==> config.mk <==
export PLATFORM = sky130hd
export DESIGN_NAME = dma_engine
export DESIGN_NICKNAME = d
export VERILOG_FILES = /design/src/rtl/dma_pkg.sv /design/src/rtl/dma_seq.sv /design/src/rtl/dma_chan_regs.sv /design/src/rtl/dma_engine.sv
export SDC_FILE = /design/constraint.sdc
export NUM_CORES = 2
export LEC_CHECK = 0
export BUFFER_PORTS_ARGS = -buffer_cell sky130_fd_sc_hd__buf_2
export CORE_UTILIZATION = 40
export DETAILED_ROUTE_END_ITERATION = 10
export GPL_TIMING_DRIVEN = 0
export HOLD_SLACK_MARGIN = 0.12
export PLACE_DENSITY = 0.59
export SLEW_MARGIN = 40
export SYNTH_ARGS = -nofsm -noshare
export SYNTH_HDL_FRONTEND = slang
export SYNTH_SLANG_ARGS = --single-unit
==> constraint.sdc <==
create_clock -name clk -period 3.6 [get_ports clk]
set_input_delay 0.36 -clock clk [delete_from_list [all_inputs] [get_ports clk]]
set_output_delay 0.36 -clock clk [all_outputs]
set_load 0.02 [all_outputs]
==> src/rtl/dma_pkg.sv <==
package dma_pkg;
  localparam int NumCh = 8;
  localparam int ChW = $clog2(NumCh);

  // strobes from control to datapath
  typedef struct packed {
    logic           step;
    logic [ChW-1:0] chan;
    logic [1:0]     offIdx;
  } xfer_cmd_t;

  // peripheral address offset for a mode at a pattern position
  function automatic logic [1:0] bOffset(input logic [2:0] mode, input logic [1:0] idx);
    case (mode)
      3'd1, 3'd5: return {1'b0, idx[0]};
      3'd3, 3'd7: return {1'b0, idx[1]};
      3'd4:       return idx;
      default:    return 2'd0;
    endcase
  endfunction
endpackage

==> src/rtl/dma_seq.sv <==
module dma_seq import dma_pkg::*; #(
  parameter int BYTE_CYCLES  = 8,
  parameter int CHAN_CYCLES  = 8,
  parameter int START_CYCLES = 16
) (
  input  logic             clk,
  input  logic             rstN,
  input  logic             startWr,
  input  logic [NumCh-1:0] startMask,
  input  logic             selLast,
  output xfer_cmd_t        cmd,
  output logic             busy
);
  localparam int EndCost = BYTE_CYCLES - 1 + CHAN_CYCLES;
  localparam int TMax = (START_CYCLES > EndCost) ? START_CYCLES : EndCost;
  localparam int TW = (TMax < 1) ? 1 : $clog2(TMax + 1);

  logic [NumCh-1:0] activeMask;
  logic [TW-1:0]    timer;
  logic [1:0]       offIdx;
  logic [ChW-1:0]   chanSel;
  logic             done;

  always_comb begin
    chanSel = '0;
    for (int i = NumCh - 1; i >= 0; i--)
      if (activeMask[i]) chanSel = ChW'(i);
  end

  assign cmd.step   = (timer == '0) && (|activeMask);
  assign cmd.chan   = chanSel;
  assign cmd.offIdx = offIdx;
  assign done       = cmd.step && selLast;
  assign busy       = (timer != '0) || (|activeMask);

  always_ff @(posedge clk) begin
    if (!rstN) begin
      activeMask <= '0;
      timer      <= '0;
      offIdx     <= '0;
    end else if (startWr) begin
      activeMask <= startMask;
      offIdx     <= '0;
      timer      <= (|startMask) ? TW'(START_CYCLES) : '0;
    end else if (cmd.step) begin
      offIdx <= done ? 2'd0 : offIdx + 2'd1;
      if (done) activeMask[chanSel] <= 1'b0;
      timer <= done ? TW'(EndCost) : TW'(BYTE_CYCLES - 1);
    end else if (timer != '0) begin
      timer <= timer - 1'b1;
    end
  end

  a_r6_offidx_restart: assert property (@(posedge clk) disable iff (!rstN)
    done && !startWr |=> offIdx == 2'd0);
  a_r7_mask_shrinks: assert property (@(posedge clk) disable iff (!rstN)
    !startWr |=> (activeMask & ~$past(activeMask)) == '0);
  a_r7_one_clear: assert property (@(posedge clk) disable iff (!rstN)
    cmd.step && !startWr |=>
      $countones(activeMask) + ($past(done) ? 1 : 0) == $countones($past(activeMask)));
  a_r10_step_gap: assert property (@(posedge clk) disable iff (!rstN)
    cmd.step && !startWr && (BYTE_CYCLES > 1) |=> !cmd.step);
  a_r11_zero_start: assert property (@(posedge clk) disable iff (!rstN)
    startWr && (startMask == '0) |=> !busy);
endmodule

==> src/rtl/dma_chan_regs.sv <==
module dma_chan_regs import dma_pkg::*; (
  input  logic           clk,
  input  logic           rstN,
  input  logic [ChW+3:0] regAddr,
  input  logic           regWr,
  input  logic [7:0]     regWData,
  output logic [7:0]     regRData,
  input  logic [7:0]     openBus,
  input  xfer_cmd_t      cmd,
  output logic           selLast,
  output logic [23:0]    aAddr,
  output logic           aRd,
  output logic           aWr,
  input  logic [7:0]     aRdData,
  output logic [7:0]     aWrData,
  output logic [7:0]     bAddr,
  output logic           bRd,
  output logic           bWr,
  input  logic [7:0]     bRdData,
  output logic [7:0]     bWrData
);
  logic [7:0]  ctrl [NumCh];
  logic [7:0]  bBase[NumCh];
  logic [15:0] aAdr [NumCh];
  logic [7:0]  bank [NumCh];
  logic [15:0] cnt  [NumCh];
  logic [7:0]  indBk[NumCh];
  logic [15:0] tblAd[NumCh];
  logic [7:0]  lineC[NumCh];
  logic [7:0]  spare[NumCh];

  logic [ChW-1:0] rwCh;
  logic [3:0]     rwOff;
  assign rwCh  = regAddr[ChW+3:4];
  assign rwOff = regAddr[3:0];

  always_ff @(posedge clk) begin
    for (int c = 0; c < NumCh; c++) begin
      if (!rstN) begin
        ctrl[c]  <= 8'hFF;  bBase[c] <= 8'hFF;  aAdr[c]  <= 16'hFFFF;
        bank[c]  <= 8'hFF;  cnt[c]   <= 16'hFFFF; indBk[c] <= 8'hFF;
        tblAd[c] <= 16'hFFFF; lineC[c] <= 8'hFF; spare[c] <= 8'hFF;
      end else begin
        if (regWr && rwCh == ChW'(c)) begin
          case (rwOff)
            4'h0: ctrl[c]         <= regWData;
            4'h1: bBase[c]        <= regWData;
            4'h2: aAdr[c][7:0]    <= regWData;
            4'h3: aAdr[c][15:8]   <= regWData;
            4'h4: bank[c]         <= regWData;
            4'h5: cnt[c][7:0]     <= regWData;
            4'h6: cnt[c][15:8]    <= regWData;
            4'h7: indBk[c]        <= regWData;
            4'h8: tblAd[c][7:0]   <= regWData;
            4'h9: tblAd[c][15:8]  <= regWData;
            4'hA: lineC[c]        <= regWData;
            4'hB, 4'hF: spare[c]  <= regWData;
            default: ;
          endcase
        end
        if (cmd.step && cmd.chan == ChW'(c)) begin
          cnt[c] <= cnt[c] - 16'd1;
          if (!ctrl[c][3]) aAdr[c] <= ctrl[c][4] ? aAdr[c] - 16'd1 : aAdr[c] + 16'd1;
        end
      end
    end
  end

  always_comb begin
    case (rwOff)
      4'h0: regRData = ctrl[rwCh];
      4'h1: regRData = bBase[rwCh];
      4'h2: regRData = aAdr[rwCh][7:0];
      4'h3: regRData = aAdr[rwCh][15:8];
      4'h4: regRData = bank[rwCh];
      4'h5: regRData = cnt[rwCh][7:0];
      4'h6: regRData = cnt[rwCh][15:8];
      4'h7: regRData = indBk[rwCh];
      4'h8: regRData = tblAd[rwCh][7:0];
      4'h9: regRData = tblAd[rwCh][15:8];
      4'hA: regRData = lineC[rwCh];
      4'hB, 4'hF: regRData = spare[rwCh];
      default: regRData = openBus;
    endcase
  end

  logic toMem;
  assign toMem   = ctrl[cmd.chan][7];
  assign selLast = cnt[cmd.chan] == 16'd1;
  assign aAddr   = {bank[cmd.chan], aAdr[cmd.chan]};
  assign bAddr   = bBase[cmd.chan] + {6'd0, bOffset(ctrl[cmd.chan][2:0], cmd.offIdx)};
  assign aRd     = cmd.step && !toMem;
  assign bWr     = cmd.step && !toMem;
  assign bRd     = cmd.step && toMem;
  assign aWr     = cmd.step && toMem;
  assign bWrData = aRdData;
  assign aWrData = bRdData;

  // shadow of the previous step, used only by the checks below
  logic           chkStep;
  logic [ChW-1:0] chkCh;
  logic [15:0]    chkCnt, chkAdr;
  logic [7:0]     chkCtrl;
  always_ff @(posedge clk) begin
    chkStep <= rstN && cmd.step && !(regWr && rwCh == cmd.chan);
    chkCh   <= cmd.chan;
    chkCnt  <= cnt[cmd.chan];
    chkAdr  <= aAdr[cmd.chan];
    chkCtrl <= ctrl[cmd.chan];
  end

  a_r9_count_step: assert property (@(posedge clk) disable iff (!rstN)
    chkStep |-> cnt[chkCh] == chkCnt - 16'd1);
  a_r8_addr_step: assert property (@(posedge clk) disable iff (!rstN)
    chkStep |-> aAdr[chkCh] == (chkCtrl[3] ? chkAdr :
                                chkCtrl[4] ? chkAdr - 16'd1 : chkAdr + 16'd1));
  a_r4_strobe_pair: assert property (@(posedge clk) disable iff (!rstN)
    (aRd || aWr || bRd || bWr) |-> ($onehot({aRd, aWr}) && aRd == bWr && aWr == bRd));
endmodule

==> src/rtl/dma_engine.sv <==
module dma_engine import dma_pkg::*; #(
  parameter int BYTE_CYCLES  = 8,
  parameter int CHAN_CYCLES  = 8,
  parameter int START_CYCLES = 16
) (
  input  logic           clk,
  input  logic           rstN,
  input  logic [ChW+3:0] regAddr,
  input  logic           regWr,
  input  logic [7:0]     regWData,
  output logic [7:0]     regRData,
  input  logic [7:0]     openBus,
  input  logic           startWr,
  input  logic [NumCh-1:0] startMask,
  output logic [23:0]    aAddr,
  output logic           aRd,
  output logic           aWr,
  input  logic [7:0]     aRdData,
  output logic [7:0]     aWrData,
  output logic [7:0]     bAddr,
  output logic           bRd,
  output logic           bWr,
  input  logic [7:0]     bRdData,
  output logic [7:0]     bWrData,
  output logic           busy
);
  xfer_cmd_t cmd;
  logic      selLast;

  dma_seq #(
    .BYTE_CYCLES(BYTE_CYCLES), .CHAN_CYCLES(CHAN_CYCLES), .START_CYCLES(START_CYCLES)
  ) uSeq (
    .clk(clk), .rstN(rstN), .startWr(startWr), .startMask(startMask),
    .selLast(selLast), .cmd(cmd), .busy(busy)
  );

  dma_chan_regs uRegs (
    .clk(clk), .rstN(rstN), .regAddr(regAddr), .regWr(regWr), .regWData(regWData),
    .regRData(regRData), .openBus(openBus), .cmd(cmd), .selLast(selLast),
    .aAddr(aAddr), .aRd(aRd), .aWr(aWr), .aRdData(aRdData), .aWrData(aWrData),
    .bAddr(bAddr), .bRd(bRd), .bWr(bWr), .bRdData(bRdData), .bWrData(bWrData)
  );
endmodule

# Word-level counts from Yosys, hierarchy flattened
# Memory sizes are Yosys's and may differ from the RTL's.
# Index checks and enable logic that the tools add are counted.
# classes
n_reduce_logical	38
n_bitwise	131
add_sub_neg	27
eq_ne	32
order_cmp	2
mux	514
# op_table
op	count
$mux W8	131
$mux W1	358
$sub A16 B1 Y16 const B	16
$add A16 B1 Y16 const B	8
$mux W16	8
$or A1 B1 Y1	128
$pmux W8 S12	1
$eq A3 B3 Y1 const B	11
$mux W3	8
$logic_and A1 B1 Y1	21
$eq A4 B4 Y1 const B	5
$mux W5	4
$eq A16 B1 Y1 const B	1
$eq A4 B3 Y1 const B	4
$reduce_or A8 Y1	2
$eq A3 B2 Y1 const B	5
$eq A3 B1 Y1 const B	3
$add A8 B2 Y8	1
$and A8 B8 Y8	1
$eq A4 B2 Y1 const B	2
$not A8 Y8	1
$reduce_or A2 Y1	4
$logic_not A3 Y1	2
$pmux W2 S3	1
17 further kinds	18
# word_totals
ram_bits	768
output_inout_bits	61
ff_bits	15
in_bits	51
word_cells	756
mem_count	9
# memory_table
name	words	word_bits	rd	rd_clocked_by_memory_dff	write_ports	line	rtl
uRegs.aAdr	8	16	10	0	8	dma_chan_regs.sv:24	logic [15:0] aAdr [NumCh];
uRegs.cnt	8	16	10	0	8	dma_chan_regs.sv:26	logic [15:0] cnt [NumCh];
uRegs.tblAd	8	16	1	0	8	dma_chan_regs.sv:28	logic [15:0] tblAd[NumCh];
uRegs.bBase	8	8	2	0	8	dma_chan_regs.sv:23	logic [7:0] bBase[NumCh];
uRegs.bank	8	8	2	0	8	dma_chan_regs.sv:25	logic [7:0] bank [NumCh];
uRegs.ctrl	8	8	10	0	8	dma_chan_regs.sv:22	logic [7:0] ctrl [NumCh];
3 more memories	--	--	--	--	--	--	

# Longest topological paths before layout
# logic_depth
depth_word	17
ltp_mapped	18
mapped_depth_nobuf	15

# Cells and area by module
# Synthesis repeated with hierarchy kept, for this count alone.
# unflattened
cells_unflattened	4129
hier_area_um2	47784.6
# by_module_without_submodules
mod	seq_area_each_um2	instances	cells_per_inst	area_per_inst_um2
dma_chan_regs	23062.1	1	4026	46859.9
dma_seq	300.3	1	103	924.6

# Worst setup path before layout
# OpenSTA, ideal clock, no wires.
# synth_path
kind	flip-flop to output port
startpoint	reg uSeq.activeMask[3]
endpoint	out bAddr[6]
path_slack_ns	-0.369
stages_incl_launch_ff	16
arrival_time_ns	3.609
path_buffers	2
cell_sequence	dfxtp_1 -> nor2_1 -> a211oi_2 -> nor3_1 -> or2_0 -> clkbuf_1 -> buf_2 -> a221o_1 -> o21ai_1 -> a31o_1 -> ha_1 -> inv_1 -> fa_1 -> nor4_2 -> nand3_1 -> xnor2_1
# synth_via
elab_chain_len	9
word_cells_on_any_way	15
# synth_lines
item	line	rtl
from (decl)	dma_seq.sv:18	logic [NumCh-1:0] activeMask;
from (signal assigned)	dma_seq.sv:42	activeMask <= startMask;
$mux W3 (*) (4 in a row)	dma_seq.sv:27	if (activeMask[i]) chanSel = ChW'(i);
$mem_v2 Z8 W8	--	
$eq A3 B2 Y1 (tied with other cells)	dma_pkg.sv:14	case (mode)
$reduce_or A2 Y1	dma_pkg.sv:14	
$pmux W2 S3	dma_pkg.sv:14	
$add A8 B2 Y8 (*)	dma_chan_regs.sv:91	assign bAddr = bBase[cmd.chan] + {6'd0, bOffset(ctrl[cmd.chan][2:0], cmd.offIdx)};
to (decl)	dma_engine.sv:20	output logic [7:0] bAddr,
# Mark *: on every way between the ends. The rest lies on a longest branch, timed or not.

# Worst setup path in the final report
# Ends and elaborated chain as after synthesis.

==> qor.yml <==
floorplanning:
  ios: 112
  num_rows: 125
  die_area_um2: 120000
  initial_core_util_pct: 40.5
  die_h_um: 346
  core-area_um2: 117000
  die_w_um: 346
synthesis:
  summed_instance_area_of_the_synthesized_netlist_um2: 47300
  synth-edff-count: 768
  post_synth_main_area_contributors: "sky130_fd_sc_hd__edfxtp_1 49%, sky130_fd_sc_hd__mux4_2 9.1%, sky130_fd_sc_hd__or2_2 6.2%"
  synth_fp_nets: 4465
  synth_top_area_cell: "sky130_fd_sc_hd__edfxtp_1"
  syn-instance-count: 4282
  fraction_of_post_synthesis_cell_area_in_the_top_cell_type_by_area_pct: 48.8
  async_flop_share_pct: 0
  ys_seq_elements: 783
  synth_flop_cell: "sky130_fd_sc_hd__edfxtp_1"
  yosysUniqueCellTypes: 81
  ys_warn_count: 0
  post_synth.cell_area_avg_um2: 11.0
  ys_seq_area_share_pct: 49.4
route:
  drt.antenna.violating_nets: 0
  vias_per_cell: 6.72
  routedWlPerCell_um: 35.2
  routed-via-count: 41600
  drt-total-wl_mm: 218
  detail_route.drc_violations: 0
  drt_first_iter_violations: 6964
  firstDrtPassIters: 8
worst_setup_path:
  r2r-start: "uSeq.timer[0]"
  worstPathCellList: "nor2_4, a211oi_4, buf_4, buf_6, buf_6, buf_12, buf_6, nand2_1, nand3_1, o221ai_1, o21ai_2, ha_4, inv_2, fa_2, nor4_4, nand3_2, xnor2_4, buf_6"
  worst_r2r_path_depth: 9
  setup.worst_path.class: "reg2out"
  endpoint_kind: "output pin"
  cp.required_ns: 3.24
  cp_data_arrival_time_ns: 4.49
  r2r-end: "uRegs.aAdr[1][5]"
  path_max_fanout: 10
  cpMostUsedCell: "sky130_fd_sc_hd__buf_6"
  crit_path_top_delay_cell: "sky130_fd_sc_hd__dfxtp_4"
  reg2reg_slack_ns: -0.10
  critical_path.startpoint_type: "flop"
  worst_path_largest_cell_delay_ns: 0.39
sta:
  finClkSkew_ns: 0.0384
  layout_setup_ws_ns: -1.25
  hold_violations: 0
  shortest_period_the_worst_path_allows_ns: 4.85
  timing.final.setup_violations: 110
  timing_worst_slew_pin_value_ns: 1.07
  max_freq_mhz: 206
  whs_ns: 0.262
  final.period_utilization_pct: 135
  rsz_0062_raised_after_global_routing: "true"
  slew_headroom_pct: 28.7
  timing_max_transition_violations_final: 0
cells_and_area:
  num-nets-final: 4757
  finish.instance_area_um2: 55900
  layout.cells.most_common: "sky130_fd_sc_hd__edfxtp_1"
  layout.area.seq_um2: 23400
  drive_above_1_share_pct: 29.8
  syn2layout_area_growth_pct: 18.3
  combined_area_of_the_multi_input_logic_cells_um2: 23700
  layout.filler_cells: 10600
  layout.cells.most_common_list: "768 x sky130_fd_sc_hd__edfxtp_1, 467 x sky130_fd_sc_hd__or2_2, 357 x sky130_fd_sc_hd__nand2_1"
job:
  max-cap-violations: 0
worst_hold_path:
  min-delay-path-class: "in2reg"
  worstHoldEndpoint: "uRegs.tblAd[4][14]"
  timing.hold.worst.start: "regWData[6]"
  worst_hold_path.num_cells: 2
grt:
  gr-total-overflow: 0
  grt_first_pass_wirelength_mm: 298
  grt_antenna_before_repair: 20
  first_global_vias: 38200
  grt_max_degree: 18
  globalRouteTotalUtil_pct: 35.6
clock_tree:
  cts_buffer_depth: 3
  clkSlewWorstSetupHoldPaths_ns: 0.06
  clkLatencyLatePin_ns: 0.72
  ctsHtreeMaxLevel: 3
  cts_root_buffer: "sky130_fd_sc_hd__clkbuf_16"
  cts.sinks: 783
  tritoncts: "yes"
  cts_inserted_buffers: 90
power:
  p_leak_uw: 0.0181
  vdd.ir_drop.worst_v: 0.000399
  power.density_nw_per_um2: 441
run_status:
  outcome: "finished with violations"
  failed_checks: "setup timing"
placed_design:
  globalplace.congestion: 1.08
  dp_hpwl_mm: 160
  detailedPlace.worstSlack_ns: -1.79
  io_buffers: 83
  postPlaceCellArea_um2: 50900
-- timing repair --
action,4_1_cts,5_1_grt
endpoints found under the setup margin,349,116
pin swaps,54,30
hold endpoints to repair,10,0
resized for setup,275,115
hold buffers,11,0
setup buffers,19,20
-- report_power, final --
part | internal [uW] | leakage, uW | total (uW) | switching [uW]
logic | 1620 | 0.00966 | 4780 | 3160
clock network | 5140 | 0.00140 | 9370 | 4230
registers | 10300 | 0.00707 | 10500 | 191
-- per-layer routing --
layer | global-route usage [%] | up-vias | part of all wire (%)
met4 | 25.1 | 12 | 8.7
met5 | 1.40 | - | 0.085
met1 | 44.7 | 20300 | 35
met2 | 49.3 | 3717 | 40
met3 | 14.5 | 922 | 16
li1 | - | 16700 | -
-- area by class of cell --
| cell class | count | area share (%) |
|---|---|---|
| diodes | 19 | 0.0850 |
| clock inverters | 55 | 0.976 |
| multi-input cells | 3125 | 42.3 |
| inverters | 78 | 0.524 |
| plain buffers | 294 | 3.10 |
| clock buffers | 113 | 4.24 |
| well taps | 1524 | 3.41 |
| repair buffers | 202 | 3.56 |
| flip-flops and latches | 783 | 41.8 |
-- per-stage QoR --
stage,std cells,TNS (ns),utilization (%),total power [uW]
after floorplan,4282,0,-,12900
after global placement,5889,-2046.81,42.6,14500
final,6193,-15.24,47.9,24700
after global routing,6177,-9.77,47.9,25000
after detailed placement,5949,-553.55,43.7,14700
after CTS,6146,-12.11,47.3,24200
-- cell families after synthesis --
logic type / synth area share [%]
simple gates: 18.2
compound gates: 11.1
flops: 49.4
buf+inv: 3.22
mux: 10.5
xor+xnor: 3.95
fa+ha+maj: 3.64
-- cells in the mapped netlist (35+ instances only) --
master,n
sky130_fd_sc_hd__a21oi_1,372
sky130_fd_sc_hd__buf_1,44
sky130_fd_sc_hd__buf_2,39
sky130_fd_sc_hd__clkbuf_1,195
sky130_fd_sc_hd__edfxtp_1,768
sky130_fd_sc_hd__ha_1,123
sky130_fd_sc_hd__inv_1,78
sky130_fd_sc_hd__mux2i_1,63
sky130_fd_sc_hd__mux4_2,191
sky130_fd_sc_hd__nand2_1,360
sky130_fd_sc_hd__nand2b_1,35
sky130_fd_sc_hd__nand3_1,68
sky130_fd_sc_hd__nor2_1,295
sky130_fd_sc_hd__nor3_1,200
sky130_fd_sc_hd__nor4_1,42
sky130_fd_sc_hd__o211ai_1,42
sky130_fd_sc_hd__o21ai_0,154
sky130_fd_sc_hd__or2_2,467
sky130_fd_sc_hd__or3_1,100
sky130_fd_sc_hd__xnor2_1,122
sky130_fd_sc_hd__xor2_1,91
-- how the worst max path moves through the flow --
stage,start,endpoint,slack (ns),cells after the start
floorplan,uSeq.activeMask[4],bAddr[6],0.04,15
CTS,uSeq.activeMask[4],bAddr[6],-1.45,17
finish,uSeq.activeMask[3],bAddr[6],-1.25,18
global placement,regAddr[5],uRegs.bBase[7][2],-2.62,6
detailed placement,uSeq.activeMask[1],bAddr[6],-1.79,15
global route,uSeq.activeMask[3],bAddr[6],-1.26,16
-- critical path: cells and delay by family, from the launching register on --
kind / cells / cell delay, ns
buffers and inverters: 7 / 1.19
AND/OR/NAND/NOR: 5 / 0.63
AO/OA/AOI/OAI: 3 / 0.62
adder cells (fa/ha/maj): 2 / 0.54
flip-flops: 1 / 0.39
XOR/XNOR: 1 / 0.39
-- registers in the layout (all words and copies together) (netlist names) --
signal,count
uRegs.lineC,64
uRegs.indBk,64
uRegs.bBase,64
uSeq.timer,5
uSeq.offIdx,2
uRegs.bank,64
uSeq.activeMask,8
uRegs.aAdr,128
uRegs.spare,64
uRegs.ctrl,64
uRegs.cnt,128
uRegs.tblAd,128
Note: power is estimated with default switching activity, not from simulation.
